**config.mk**
```make
export PLATFORM = sky130hd
export DESIGN_NAME = rob_core
export DESIGN_NICKNAME = d
export VERILOG_FILES = /design/src/rtl/rob_pkg.sv /design/src/rtl/rob_ptrs.sv /design/src/rtl/rob_store.sv /design/src/rtl/rob_lookup.sv /design/src/rtl/rob_core.sv
export SDC_FILE = /design/constraint.sdc
export NUM_CORES = 2
export LEC_CHECK = 0
export BUFFER_PORTS_ARGS = -buffer_cell sky130_fd_sc_hd__buf_4
export CORE_MARGIN = 2
export CORE_UTILIZATION = 64
export CTS_BUF_LIST = sky130_fd_sc_hd__clkbuf_8
export CTS_CLUSTER_SIZE = 14
export DETAILED_ROUTE_END_ITERATION = 12
export PLACE_DENSITY_LB_ADDON = 0.15
export SYNTH_ARGS = -nofsm -noshare
export SYNTH_HDL_FRONTEND = slang
export SYNTH_HIERARCHICAL = 1
export SYNTH_SLANG_ARGS = --single-unit
```
**constraint.sdc**
```tcl
create_clock -name clk -period 6.3 [get_ports clk]
set_input_delay 1.26 -clock clk [delete_from_list [all_inputs] [get_ports clk]]
set_output_delay 1.26 -clock clk [all_outputs]
set_load 0.01 [all_outputs]
```
**src/rtl/rob_pkg.sv**
```systemverilog
// Shared types for the reorder buffer.
// Assumes the kind encoding used at the allocation port of rob_core.
package rob_pkg;
    typedef enum logic [1:0] {
        K_REG    = 2'd0,
        K_STORE  = 2'd1,
        K_BRANCH = 2'd2,
        K_PLAIN  = 2'd3
    } kind_e;
endpackage

```
**src/rtl/rob_ptrs.sv**
```systemverilog
// Head and tail pointers of the circular buffer, each with one extra wrap bit.
// Assumes ENTRIES is a power of two and at least 2, and that flush only
// comes together with pop (a flush always happens at retirement).
module rob_ptrs #(
    parameter int ENTRIES = 8,
    localparam int TAG_W = $clog2(ENTRIES)
) (
    input  logic             clk,
    input  logic             rst_n,
    input  logic             push,
    input  logic             pop,
    input  logic             flush,
    output logic [TAG_W-1:0] head_idx,
    output logic [TAG_W-1:0] tail_idx,
    output logic             full,
    output logic             empty
);
    localparam logic [TAG_W:0] PTR_ONE  = (TAG_W+1)'(1);
    localparam logic [TAG_W:0] PTR_ZERO = '0;

    logic [TAG_W:0] head_q, tail_q, head_nx;

    // head moves by one on every retirement
    assign head_nx = pop ? head_q + PTR_ONE : head_q;

    // pointer registers; a flush collapses the tail onto the new head
    always_ff @(posedge clk) begin
        if (!rst_n) begin
            head_q <= PTR_ZERO;
            tail_q <= PTR_ZERO;
        end else begin
            head_q <= head_nx;
            if (flush)
                tail_q <= head_nx;
            else if (push)
                tail_q <= tail_q + PTR_ONE;
        end
    end

    // full and empty differ only in the wrap bit
    assign head_idx = head_q[TAG_W-1:0];
    assign tail_idx = tail_q[TAG_W-1:0];
    assign empty    = (head_q == tail_q);
    assign full     = (head_q[TAG_W] != tail_q[TAG_W]) &&
                      (head_q[TAG_W-1:0] == tail_q[TAG_W-1:0]);
endmodule

```
**src/rtl/rob_store.sv**
```systemverilog
// Per-slot state of the buffer: occupancy, kind, PC, destination, result,
// store address and the completion, exception and mispredict flags.
// Assumes allocation never targets an occupied slot unless that slot is
// being freed in the same cycle; allocation wins over freeing.
module rob_store
    import rob_pkg::*;
#(
    parameter int ENTRIES = 8,
    parameter int XLEN    = 32,
    parameter int PC_W    = 32,
    parameter int AREG_W  = 5,
    localparam int TAG_W  = $clog2(ENTRIES)
) (
    input  logic              clk,
    input  logic              rst_n,
    input  logic              alloc_we,
    input  logic [TAG_W-1:0]  alloc_idx,
    input  kind_e             alloc_kind,
    input  logic [PC_W-1:0]   alloc_pc,
    input  logic [AREG_W-1:0] alloc_dest,
    input  logic              wb_valid,
    input  logic [TAG_W-1:0]  wb_tag,
    input  logic [XLEN-1:0]   wb_value,
    input  logic [XLEN-1:0]   wb_addr,
    input  logic              wb_exc,
    input  logic              wb_mispred,
    input  logic              free_we,
    input  logic [TAG_W-1:0]  free_idx,
    input  logic              clear_all,
    output logic              valid_o [ENTRIES],
    output logic              done_o  [ENTRIES],
    output logic              exc_o   [ENTRIES],
    output logic              mis_o   [ENTRIES],
    output kind_e             kind_o  [ENTRIES],
    output logic [PC_W-1:0]   pc_o    [ENTRIES],
    output logic [AREG_W-1:0] dest_o  [ENTRIES],
    output logic [XLEN-1:0]   value_o [ENTRIES],
    output logic [XLEN-1:0]   addr_o  [ENTRIES]
);
    // slot update: result capture, then freeing, then allocation
    always_ff @(posedge clk) begin
        for (int e = 0; e < ENTRIES; e++) begin
            if (!rst_n) begin
                valid_o[e] <= 1'b0;
                done_o[e]  <= 1'b0;
                exc_o[e]   <= 1'b0;
                mis_o[e]   <= 1'b0;
                kind_o[e]  <= K_PLAIN;
                pc_o[e]    <= '0;
                dest_o[e]  <= '0;
                value_o[e] <= '0;
                addr_o[e]  <= '0;
            end else begin
                if (wb_valid && wb_tag == TAG_W'(e) && valid_o[e]) begin
                    done_o[e]  <= 1'b1;
                    value_o[e] <= wb_value;
                    addr_o[e]  <= wb_addr;
                    exc_o[e]   <= wb_exc;
                    mis_o[e]   <= wb_mispred;
                end
                if (clear_all || (free_we && free_idx == TAG_W'(e)))
                    valid_o[e] <= 1'b0;
                if (alloc_we && alloc_idx == TAG_W'(e)) begin
                    valid_o[e] <= 1'b1;
                    done_o[e]  <= 1'b0;
                    exc_o[e]   <= 1'b0;
                    mis_o[e]   <= 1'b0;
                    kind_o[e]  <= alloc_kind;
                    pc_o[e]    <= alloc_pc;
                    dest_o[e]  <= alloc_dest;
                end
            end
        end
    end
endmodule

```
**src/rtl/rob_lookup.sv**
```systemverilog
// Operand lookup: finds the youngest occupied register-kind slot that
// writes the requested register. Assumes occupied slots are contiguous
// from the head, so the offset from the head orders them by age.
module rob_lookup
    import rob_pkg::*;
#(
    parameter int ENTRIES = 8,
    parameter int XLEN    = 32,
    parameter int AREG_W  = 5,
    localparam int TAG_W  = $clog2(ENTRIES)
) (
    input  logic [TAG_W-1:0]  head_idx,
    input  logic              valid_i [ENTRIES],
    input  logic              done_i  [ENTRIES],
    input  kind_e             kind_i  [ENTRIES],
    input  logic [AREG_W-1:0] dest_i  [ENTRIES],
    input  logic [XLEN-1:0]   value_i [ENTRIES],
    input  logic [AREG_W-1:0] lk_reg,
    output logic              lk_hit,
    output logic [TAG_W-1:0]  lk_tag,
    output logic              lk_ready,
    output logic [XLEN-1:0]   lk_value
);
    logic [TAG_W-1:0] slot [ENTRIES];
    logic [ENTRIES-1:0] match;

    // one comparator per age position
    for (genvar i = 0; i < ENTRIES; i++) begin : g_age
        assign slot[i]  = head_idx + TAG_W'(i);
        assign match[i] = valid_i[slot[i]] && (kind_i[slot[i]] == K_REG) &&
                          (dest_i[slot[i]] == lk_reg);
    end

    // the last match in age order is the youngest producer
    always_comb begin
        lk_hit   = 1'b0;
        lk_tag   = '0;
        lk_ready = 1'b0;
        lk_value = '0;
        for (int i = 0; i < ENTRIES; i++) begin
            if (match[i]) begin
                lk_hit   = 1'b1;
                lk_tag   = slot[i];
                lk_ready = done_i[slot[i]];
                lk_value = done_i[slot[i]] ? value_i[slot[i]] : '0;
            end
        end
    end
endmodule

```
**src/rtl/rob_core.sv**
```systemverilog
// Reorder buffer top: allocates slots in program order, captures tagged
// results, serves operand lookups and retires the oldest slot once its
// result is present, flushing on a mispredicted branch or an exception.
// Assumes ENTRIES is a power of two and at least 2; outputs on the retire
// side come from registered state within the same cycle.
module rob_core
    import rob_pkg::*;
#(
    parameter int ENTRIES = 8,
    parameter int XLEN    = 32,
    parameter int PC_W    = 32,
    parameter int AREG_W  = 5,
    localparam int TAG_W  = $clog2(ENTRIES)
) (
    input  logic              clk,
    input  logic              rst_n,
    input  logic              alloc_valid,
    input  logic              rs_free,
    input  logic [1:0]        alloc_kind,
    input  logic [PC_W-1:0]   alloc_pc,
    input  logic [AREG_W-1:0] alloc_dest,
    output logic              alloc_ready,
    output logic [TAG_W-1:0]  alloc_tag,
    input  logic              wb_valid,
    input  logic [TAG_W-1:0]  wb_tag,
    input  logic [XLEN-1:0]   wb_value,
    input  logic [XLEN-1:0]   wb_addr,
    input  logic              wb_exc,
    input  logic              wb_mispred,
    input  logic [AREG_W-1:0] lk_reg,
    output logic              lk_hit,
    output logic [TAG_W-1:0]  lk_tag,
    output logic              lk_ready,
    output logic [XLEN-1:0]   lk_value,
    output logic              retire_valid,
    output logic [TAG_W-1:0]  retire_tag,
    output logic              rf_we,
    output logic [AREG_W-1:0] rf_addr,
    output logic [XLEN-1:0]   rf_data,
    output logic              st_we,
    output logic [XLEN-1:0]   st_addr,
    output logic [XLEN-1:0]   st_data,
    output logic              exc_valid,
    output logic [PC_W-1:0]   exc_pc,
    output logic              flush
);
    logic [TAG_W-1:0]  head_idx, tail_idx;
    logic              full, empty;
    logic              alloc_fire, retire, flush_now;
    logic              v_a [ENTRIES];
    logic              d_a [ENTRIES];
    logic              x_a [ENTRIES];
    logic              m_a [ENTRIES];
    kind_e             k_a [ENTRIES];
    logic [PC_W-1:0]   p_a [ENTRIES];
    logic [AREG_W-1:0] r_a [ENTRIES];
    logic [XLEN-1:0]   val_a [ENTRIES];
    logic [XLEN-1:0]   adr_a [ENTRIES];
    kind_e             h_kind;
    logic              h_exc;

    rob_ptrs #(.ENTRIES(ENTRIES)) u_ptrs (
        .clk(clk), .rst_n(rst_n), .push(alloc_fire), .pop(retire),
        .flush(flush_now), .head_idx(head_idx), .tail_idx(tail_idx),
        .full(full), .empty(empty)
    );

    rob_store #(.ENTRIES(ENTRIES), .XLEN(XLEN), .PC_W(PC_W), .AREG_W(AREG_W)) u_store (
        .clk(clk), .rst_n(rst_n),
        .alloc_we(alloc_fire), .alloc_idx(tail_idx), .alloc_kind(kind_e'(alloc_kind)),
        .alloc_pc(alloc_pc), .alloc_dest(alloc_dest),
        .wb_valid(wb_valid), .wb_tag(wb_tag), .wb_value(wb_value), .wb_addr(wb_addr),
        .wb_exc(wb_exc), .wb_mispred(wb_mispred),
        .free_we(retire), .free_idx(head_idx), .clear_all(flush_now),
        .valid_o(v_a), .done_o(d_a), .exc_o(x_a), .mis_o(m_a), .kind_o(k_a),
        .pc_o(p_a), .dest_o(r_a), .value_o(val_a), .addr_o(adr_a)
    );

    rob_lookup #(.ENTRIES(ENTRIES), .XLEN(XLEN), .AREG_W(AREG_W)) u_lookup (
        .head_idx(head_idx), .valid_i(v_a), .done_i(d_a), .kind_i(k_a),
        .dest_i(r_a), .value_i(val_a), .lk_reg(lk_reg),
        .lk_hit(lk_hit), .lk_tag(lk_tag), .lk_ready(lk_ready), .lk_value(lk_value)
    );

    // retirement decision for the oldest slot
    assign h_kind    = k_a[head_idx];
    assign h_exc     = x_a[head_idx];
    assign retire    = !empty && d_a[head_idx];
    assign flush_now = retire && (h_exc || (h_kind == K_BRANCH && m_a[head_idx]));

    // issue side: a slot is free, or one is leaving, and no flush is under way
    assign alloc_ready = (!full || retire) && !flush_now;
    assign alloc_fire  = alloc_valid && rs_free && alloc_ready;
    assign alloc_tag   = tail_idx;

    // retirement side effects
    assign retire_valid = retire;
    assign retire_tag   = head_idx;
    assign rf_we        = retire && !h_exc && (h_kind == K_REG);
    assign rf_addr      = r_a[head_idx];
    assign rf_data      = val_a[head_idx];
    assign st_we        = retire && !h_exc && (h_kind == K_STORE);
    assign st_addr      = adr_a[head_idx];
    assign st_data      = val_a[head_idx];
    assign exc_valid    = retire && h_exc;
    assign exc_pc       = p_a[head_idx];
    assign flush        = flush_now;
endmodule

```
---- Word level (Yosys, flattened, before mapping) ----
Index checks and enable logic that the tools add are counted.
storage, ports and cells
  flip-flop bits (word level) ............. 864
  output and inout port bits .............. 182
  bits of input ports ..................... 118
operators by class
  mux-type cells .......................... 191
  equal/unequal tests ..................... 34
  order comparisons ....................... 8
  bitwise gates (word level) .............. 9
  reductions and logical operators ........ 101
  $add $sub $neg .......................... 9
operators with widths
  kind                   count
  $mux W32               36
  $bmux W32 S3           10
  $bmux W5 S3            8
  $mux W5                16
  $mux W1                68
  $logic_and A1 B1 Y1    59
  $bmux W1 S3            18
  $bmux W2 S3            8
  $eq A5 B5 Y1           8
  $eq A3 B3 Y1 const B   12
  $ge A4 B4 Y1 const B   8
  $mux W2                16
  $not A3 Y4             8
  $mux W3                8
  $eq A3 B2 Y1 const B   6
  $reduce_bool A2 Y1     9
  $logic_not A2 Y1       8
  $reduce_or A2 Y1       8
  $add A3 B3 Y3 const B  4
  $mux W4                3
  $logic_or A1 B1 Y1     10
  $eq A3 B1 Y1 const B   3
  $logic_not A3 Y1       3
  $add A4 B1 Y4 const B  2
  other kinds (9)        13

---- Longest topological paths before layout ----
  word-level depth ........................ 15
  mapped depth ............................ 21

---- Cells and area by module ----
Netlist, hierarchy kept.
modules (own cells, without submodules)
  module      sequential area each (um2)  area each (um2)  instances  cells each
  rob_store   17136.4                     31519.0          1          3298
  rob_lookup  0.0                         14570.2          1          1862
  rob_core    0.0                         6759.0           1          432
  rob_ptrs    160.2                       484.2            1          52

---- Worst setup path before layout ----
No wires, ideal clock.
  path type ............................... register -> output
  from .................................... register u_ptrs.head_q[1]
  to ...................................... output port lk_value[28]
  data required time ...................... 5040 ps
  cell stages (with the launch flop) ...... 20
  arrival time ............................ 4766 ps
  path slack .............................. 274 ps
  cells stage by stage .................... dfxtp_1 > buf_4 > inv_1 > buf_1 > clkbuf_1 > clkbuf_1 > clkbuf_1 > ha_1 > buf_4 > or4b_1 > o221a_1 > nor4_1 > nor4_1 > nand2b_2 > or4b_1 > buf_2 > buf_6 > o211ai_2 > a41oi_1 > o21ai_1
between the ends
  longest elaborated chain between the ends .. 15
RTL lines
  element                                                                 line              RTL
  from (decl)                                                             rob_ptrs.sv:21    logic [TAG_W:0] head_q, tail_q, head_nx;
  from (signal assigned)                                                  rob_ptrs.sv:32    head_q <= head_nx;
  parallel branches: the longest is 14 deep, another holds $add A3 B1 Y3  -
  $mux W32 *                                                              rob_lookup.sv:41  if (match[i]) begin
  to (decl)                                                               rob_core.sv:34    output logic [XLEN-1:0] lk_value,
Mark *: on every way between the ends. The select of a mux whose other input is x is not followed.

---- Worst setup path after layout ----
  from .................................... register u_ptrs.head_q[0]
  to ...................................... output port lk_value[30]
Same word-level chain as after synthesis.

==> impl_metrics.json <==
{
  "cts_buffer_depth": 3,
  "leakagePower_nw": 22.9,
  "routed_via_density": 6.57,
  "dp_hpwl_um": 92600,
  "first_pass_iters": 8,
  "stdcell_count": 6799,
  "synthTopCellsByArea": "dfxtp_1 (32%), mux4_2 (18%), mux2i_1 (12%), nand2_1 (12%), a21boi_0 (3.6%)",
  "die_x_um": 293,
  "grtUsageTotal_pct": 36.0,
  "ant_nets": 0,
  "pre_cts_ws_ps": 535,
  "dp.cells": 6538,
  "drt_wl_total_um": 157000,
  "cts_tree": "built",
  "end_kind": "output pin",
  "grt_pass1_vias": 43245,
  "grt_pass1_wl_um": 244000,
  "cp-start-kind": "flop",
  "nNetsFinal": 5748,
  "cts_buffers": 145,
  "synth_top_area_share_pct": 32.4,
  "ctsRootBufferMaster": "clkbuf_8",
  "clk_pin_slew_worst_paths_ps": 60,
  "dpl_cell_area_sq_um": 55000,
  "vias": 44636,
  "postLayoutCellArea_sq_um": 58000,
  "die_area_sq_um": 85700,
  "port_buffers": 299,
  "gr-total-overflow": 0,
  "synth_edf_count": 0,
  "coreArea_sq_um": 82200,
  "rsz0062_at_grt": "no",
  "synthesis.instances": 5644,
  "postLayoutCoreUtil_pct": 70.6,
  "fin_skew_ps": 35.4,
  "synth_flop_cell": "dfxtp_1",
  "finalPower_mw": 11.0,
  "antenna_found_initial": 11,
  "peakVddDrop_mv": 0.168,
  "crit_path_max_fanout": 24,
  "cp_num_buf_inv": 5,
  "drc_errors": 0,
  "syn2layout_area_growth_pct": 8.84,
  "syn_nets": 5766,
  "finalHoldViolCount": 0,
  "worst_pin_slew_ps": 1040,
  "min_path_type": "flop to flop",
  "drive_gt1_share_pct": 22.4,
  "first_iter_violations": 4303,
  "whs_ps": 451,
  "maxCapViolCount": 0,
  "die_h_um": 293,
  "timing.slew.headroom_pct": 30.6,
  "crit_top_cell": "buf_4",
  "yosysTopAreaCell": "dfxtp_1",
  "synth_cell_types": 92,
  "slew_viol_final": 0,
  "io-pin-count": 300,
  "wire_per_inst_um": 23.1,
  "cp_data_arrival_time_ps": 4940,
  "critical_path.max_stage_delay_ps": 560,
  "synth.cell_area_sq_um": 53300,
  "synth-seq-cells": 864,
  "crit_chain": "inv_2 > ha_4 > buf_16 > or4b_1 > o221a_1 > nor4_1 > nor4_1 > nand2b_2 > or4b_1 > buf_4 > buf_4 > o211ai_2 > a41oi_1 > o21ai_1 > buf_4",
  "min_period_ps": 6200,
  "power_density_nw_per_um2": 189,
  "setup_viol": 0,
  "yosysWarnings": 6,
  "clock.fmax_mhz": 161,
  "cts_htree_levels": 4,
  "place_congestion": 0.939,
  "synthArstFlopShare_pct": 0,
  "clock_sinks": 864,
  "seq_area_frac_synth_pct": 32.4,
  "critPathSlowestCell": "or4b_1",
  "grt_max_degree": 150,
  "final.setup.worst_slack_ps": 104,
  "min_period_over_period_pct": 98.3,
  "crit_family": "simple AND/OR/NAND/NOR gates",
  "cp.required_ps": 5040,
  "criticalPathCategory": "flop to output pin",
  "syn_area_per_cell_sq_um": 9.45,
  "cts_hold_buf": 0,
  "status": "finished, final reports clean",
  "setup_tns_ps": 0,
  "num_rows": 105,
  "insertion_delay_ps": 820,
  "initial_utilization_pct": 64.8
}
==> sequential cells by signal (all words and copies together), names as in the netlist <==
signal / flops
u_ptrs/head_q: 4
u_ptrs/tail_q: 4
u_store/addr_o: 256
u_store/dest_o: 40
u_store/done_o: 8
u_store/exc_o: 8
u_store/kind_o: 16
u_store/mis_o: 8
u_store/pc_o: 256
u_store/valid_o: 8
u_store/value_o: 256
==> power by group <==
part,total [mW],switching [mW],internal (mW)
combinational,0.545,0.334,0.211
clock,4.92,2.37,2.55
sequential,5.52,0.0291,5.49
==> placed cells by master (no fill, tap or decap), drive strengths merged, types with 6 or more instances in the layout <==
cell	synthesis	layout
o22ai	6	6
nor3	44	44
nand2	1643	1643
buf	328	417
o31ai	38	38
a21boi	302	302
o21a	24	24
nand2b	7	7
xor2	14	14
nor4	9	9
o211ai	28	28
clkbuf	254	176
mux4	445	445
a221oi	7	7
a211o	16	16
clkinv	0	11
and4bb	6	6
nor2b	15	15
a41oi	8	8
nand3	54	54
nand4bb	7	7
a21oi	232	232
nor4b	8	8
nor3b	10	10
nor2	92	92
inv	23	82
o21ai	179	179
xnor2	41	41
or2	9	9
and3	19	19
dfxtp	864	864
nand4b	9	9
mux2i	641	641
a211oi	24	24
mux2	153	153
and4b	7	7
a31oi	11	11
==> path summary, 6_finish.rpt <==
check / startpoint / end / slack, ps / cells past startpoint
max reg2reg: u_ptrs/head_q[2] / u_store/mis_o[7] / 1520 / 10
max: u_ptrs/head_q[0] / lk_value[30] / 100 / 15
min reg2reg: u_store/pc_o[164] / u_store/pc_o[164] / 450 / 2
min: u_store/pc_o[164] / u_store/pc_o[164] / 450 / 2
==> kinds of logic after synthesis <==
family / Yosys count / synth area share, %
AO/OA/AOI/OAI: 910 / 11.1
multiplexers: 1239 / 34.1
buffers and inverters: 605 / 6.02
XOR/XNOR: 55 / 0.931
flip-flops: 864 / 32.4
adder cells (fa/ha/maj): 4 / 0.0938
AND/OR/NAND/NOR: 1967 / 15.3
==> worst min-delay path, cell delays in order (launching register included) <==
cell and delay [ps]:
dfxtp_1 300, nand2_1 50, a21boi_1 50
==> per-layer routing <==
layer	wire length (um)	GRT usage, %	vias up
met5	81	0	-
li1	-	-	20063
met2	72800	57.0	2289
met3	15400	8.28	563
met4	7340	17.1	14
met1	61700	46.9	21707
==> area by class of cell <==
class | count | area, sq um
multi-input combinational | 4175 | 33100
fill | 6228 | 24200
sequential | 864 | 17300
timing repair buffer | 417 | 3370
clock buffer | 176 | 2420
tap | 1070 | 1340
clock inverter | 71 | 403
inverter | 23 | 87.6
antenna | 3 | 7.51
==> synthesized netlist by cell type (22+ instances only) <==
cell type	n
dfxtp_1	864
buf_4	111
buf_1	39
clkbuf_1	254
o21ai_1	22
o21a_1	24
a21boi_0	258
a21boi_1	44
mux2i_1	641
a211oi_1	23
nand3_1	53
buf_6	46
o211ai_1	26
a21oi_1	232
o31ai_1	38
mux2_2	152
mux4_2	438
xnor2_1	40
nand2_1	1636
nor3_1	43
buf_2	131
nor2_1	90
o21ai_0	157
==> repair_timing <==
action                                 in CTS  in global routing
endpoints found under the hold margin       0                  0
setup endpoints to repair                  35                 35
buffers inserted                            3                  8
resized for setup                           3                 11
pin swaps                                   1                  1
(Power assumes the default switching activity.)
